--- config.mk ---
export PLATFORM = sky130hd
export DESIGN_NAME = frame_agc
export DESIGN_NICKNAME = d
export VERILOG_FILES = /design/src/rtl/frame_agc.sv
export SDC_FILE = /design/constraint.sdc
export NUM_CORES = 1
export LEC_CHECK = 0
export BUFFER_PORTS_ARGS = -buffer_cell sky130_fd_sc_hd__buf_4
export CAP_MARGIN = 20
export CELL_PAD_IN_SITES_DETAIL_PLACEMENT = 1
export CELL_PAD_IN_SITES_GLOBAL_PLACEMENT = 2
export CORE_MARGIN = 10
export CORE_UTILIZATION = 31
export CTS_CLUSTER_SIZE = 20
export DETAILED_ROUTE_END_ITERATION = 12
export PLACE_DENSITY = 0.89
export SYNTH_ARGS = -nofsm -noshare
export SYNTH_HDL_FRONTEND = slang
export SYNTH_SLANG_ARGS = --single-unit
--- constraint.sdc ---
create_clock -name clk -period 4 [get_ports clk]
set_clock_uncertainty 0.05 [all_clocks]
set_input_delay 0.4 -clock clk [delete_from_list [all_inputs] [get_ports clk]]
set_output_delay 0.4 -clock clk [all_outputs]
set_load 0.05 [all_outputs]
--- src/rtl/frame_agc.sv ---
module frame_agc #(
  parameter int GAIN_W = 7,
  parameter int CNT_W = 8,
  parameter int HOLD_W = 4,
  parameter int START_GAIN = 30
) (
  input  logic              clk,
  input  logic              rst_n,
  input  logic              frame_tick,
  input  logic              sat_in,
  input  logic              enable_req,
  input  logic              loop_clear,
  input  logic [GAIN_W-1:0] step_down,
  input  logic [GAIN_W-1:0] step_up,
  input  logic [GAIN_W-1:0] gain_min,
  input  logic [GAIN_W-1:0] gain_max,
  input  logic [HOLD_W-1:0] holdoff_frames,
  output logic [GAIN_W-1:0] gain_code,
  output logic              agc_on,
  output logic [CNT_W-1:0]  sat_events
);

  localparam int WW = GAIN_W + 1;

  logic              en_prev;
  logic              en_next;
  logic [HOLD_W-1:0] hold_cnt;
  logic [WW-1:0]     low_bound, raised;
  logic [GAIN_W-1:0] gain_dn, gain_up;
  logic              run;

  assign en_next   = (enable_req == en_prev) ? enable_req : agc_on;
  assign run       = frame_tick && !loop_clear;
  assign low_bound = {1'b0, gain_min} + {1'b0, step_down};
  assign raised    = {1'b0, gain_code} + {1'b0, step_up};
  assign gain_dn   = ({1'b0, gain_code} < low_bound) ? gain_min : gain_code - step_down;
  assign gain_up   = (raised > {1'b0, gain_max}) ? gain_max : raised[GAIN_W-1:0];

  always_ff @(posedge clk) begin
    if (!rst_n) begin
      en_prev <= 1'b0;
      agc_on  <= 1'b0;
    end else if (run) begin
      en_prev <= enable_req;
      agc_on  <= en_next;
    end
  end

  always_ff @(posedge clk) begin
    if (!rst_n) begin
      gain_code <= GAIN_W'(START_GAIN);
      hold_cnt  <= '0;
    end else if (loop_clear) begin
      hold_cnt  <= '0;
    end else if (frame_tick && en_next) begin
      if (sat_in) begin
        gain_code <= gain_dn;
        hold_cnt  <= holdoff_frames;
      end else if (hold_cnt != '0) begin
        hold_cnt  <= hold_cnt - 1'b1;
      end else begin
        gain_code <= gain_up;
      end
    end
  end

  always_ff @(posedge clk) begin
    if (!rst_n || loop_clear)
      sat_events <= '0;
    else if (frame_tick && en_next && sat_in && !(&sat_events))
      sat_events <= sat_events + 1'b1;
  end

endmodule


==> impl_metrics.ini <==
[detailed_routing]
dr_wl_met3_um = 177
vias = 2168
via_per_inst = 4.984
route.detailed.drc = 0
first_pass_iters = 6
routed_wl_mm = 6.669
wl_met2_mm = 3.508
highest_layer = met4
drt_iter0_drc = 59
wl_met1_mm = 2.939
ant_nets = 0
drt-wirelength-per-cell_um = 15.33

[final_layout]
drive_gt1_frac = 0.1935
syn_to_final_growth_pct = 24.50
fillers = 896
fin_nets = 413
antenna_cells = 0
stdcell_count = 435

[cts]
cts_made_buffers = 3
insertion_delay_ns = 0.26
cts_buffer_depth = 2
cts_hold_buf = 0
cts_sinks = 21
cts.repair.resized = 0
clk_pin_slew_ns = 0.08
cts_tree = done
cts-root-buf = clkbuf_8
cts_htree_levels = 1
cts_setup_buffers = 0

[worst_hold_path]
hold_class = in -> reg

[timing]
finalCriticalPeriod_ns = 3.667
max_freq_ghz = 0.2727
finalHoldViolations = 0
grt_setup_unrepaired = false
finalMaxSlewViolations = 0
fin_crit_sh = 0.9167
slew_headroom = 0.6012
fin_setup_tns_ns = 0
setup_viol = 0
tightest_slew_ns = 0.5969

[synthesis]
yosysWarnings = 0
seq_area_frac_synth = 0.1850
synth-seq-cells = 21
syn_avg_cell_area_um2 = 8.057
synth_ff_type = dfxtp_1
synthCells = 282
yosysUniqueCellTypes = 46
syn_area_mm2 = 0.002272
synth_edf_count = 0
syn_nets = 358
synthArstFlopShare = 0

[setup_path]
slowest_stage = fa_1
required_ns = 4.09
critPathLaunchType = input port
path_cells = buf_4 > ha_1 > fa_1 > a21o_1 > a21oi_1 > o21bai_1 > a21oi_1 > xor2_1 > ha_1 > and3_1 > a221o_1 > a31o_1 > and2_4 > mux2_4 > a211o_1
arrival_ns = 3.76
end_kind = register
crit_type = in -> reg
cpPeakStageDelay_ns = 0.42
cp_max_fo = 7

[status]
outcome = finished clean

[grt]
grt_antenna_before_repair = 0
grt_pass1_wl_mm = 11.50
grt_max_degree = 17
grt_pass1_vias = 2356
grt_usage = 0.1211
grt_overflow_total = 0

[run]
cap_violations = 0

[floorplanning]
core_mm2 = 0.007176
rows = 31
die_h_um = 105.6
io_pins = 54
die-area_mm2 = 0.01115
initial_utilization = 0.3167
die_w_um = 105.6

[power_and_ir_drop]
p_clk_frac = 0.223
powerDensity_mw_per_mm2 = 216.3
switchingPower_mw = 0.2063
power_frac_seq = 0.348
combPwrFrac = 0.429
p_sw_frac = 0.3371
total_power_mw = 0.6119
max-vdd-ir-drop_uv = 119.2
p_leak_nw = 1.254
intPower_mw = 0.4056

[place]
place_congestion = 0.8285
hpwlAfterDp_mm = 5.898
portBuffers = 53
placed_cells = 431
critical path, delay by kind of cell:
family                   cells  cell delay [ns]
AO/OA/AOI/OAI                7             1.48
multiplexers                 1             0.29
XOR/XNOR                     1             0.17
buffers and inverters        1             0.12
adder cells (fa/ha/maj)      3             0.92
AND/OR/NAND/NOR              2             0.39
layer usage:
| metal | vias up | global-route usage |
|---|---|---|
| met5 | - | 0 |
| met4 | 0 | 0.02321 |
| met3 | 2 | 0.01218 |
| met2 | 27 | 0.2231 |
| met1 | 1005 | 0.1487 |
| li1 | 1134 | - |
synth_stat cells, drive strengths merged, types with 2 or more instances:
library cell	count	share of area
a211oi	7	0.025
a21boi	5	0.017
a21o	6	0.020
a21oi	25	0.055
a311oi	2	0.0077
and2	2	0.0066
and3	5	0.014
clkbuf	4	0.0066
dfxtp	21	0.19
fa	3	0.026
ha	35	0.19
inv	19	0.031
mux2	2	0.012
mux2i	11	0.048
nand2	17	0.028
nand2b	4	0.011
nand3	9	0.020
nand4	4	0.011
nor2	28	0.046
nor2b	6	0.017
nor3	5	0.011
o211ai	5	0.017
o21a	2	0.0066
o21ai	15	0.033
o21bai	5	0.017
or3	4	0.011
xnor2	7	0.027
xor2	10	0.039
per-stage QoR:
stage	utilization	setup WS, ns	hold slack, ns	cell area (um^2)
global route	0.3942	0.1539	0.3658	2829
global placement	0.3878	0.1699	0.4328	2783
floorplan	-	0.3267	0.4187	2272
CTS	0.3942	0.3280	0.3663	2829
detailed placement	0.3878	0.06920	0.4476	2783
finish	0.3942	0.3334	0.3694	2829
registers in the layout (all words and copies together) (netlist names):
signal / flops
sat_events: 8
gain_code: 7
hold_cnt: 4
agc_on: 1
en_prev: 1
area by class of cell:
type / count / area [um^2] / area share
Multi-Input combinational cell: 237 / 1754 / 0.6201
Inverter: 19 / 71.32 / 0.02521
Clock inverter: 1 / 5.005 / 0.001769
Clock buffer: 3 / 41.29 / 0.01460
Timing Repair Buffer: 55 / 412.9 / 0.1460
Tap cell: 99 / 123.9 / 0.04379
Sequential cell: 21 / 420.4 / 0.1486
final timing paths:
path	cells after the start	slack [ns]	from	end
min reg2reg	2	0.46	hold_cnt[2]	hold_cnt[2]
max	15	0.33	step_down[0]	gain_code[4]
min	3	0.37	holdoff_frames[0]	hold_cnt[0]
max reg2reg	14	0.56	gain_code[0]	gain_code[4]
cells in the final DEF (no fill, tap or decap), types with 9 or more instances in the layout:
cell / netlist / layout
nand2_1: 17 / 17
ha_1: 35 / 35
nand3_1: 9 / 9
a21oi_1: 25 / 25
buf_4: 0 / 55
nor2_1: 28 / 28
inv_1: 19 / 19
mux2i_1: 11 / 11
o21ai_0: 14 / 14
dfxtp_1: 21 / 21
xor2_1: 10 / 10
cells by family (layout without fill, tap and decap cells):
group	Yosys count	count (layout)	share of synthesized area
mux	13	13	0.06002
buf+inv	24	78	0.04295
xor+xnor	17	17	0.06553
simple gates	88	88	0.1938
fa+ha+maj	39	39	0.2236
compound gates	80	80	0.2291
flops	21	21	0.1850
power groups by stage:
stage / clock (mW) / sequential (mW) / combinational [mW]
CTS: 0.141 / 0.213 / 0.267
detailed placement: 0 / 0.218 / 0.265
global placement: 0 / 0.218 / 0.254
global route: 0.153 / 0.213 / 0.301
floorplan: 0 / 0.221 / 0.180
finish: 0.137 / 0.213 / 0.262
Power figures use the tool's default switching activity.
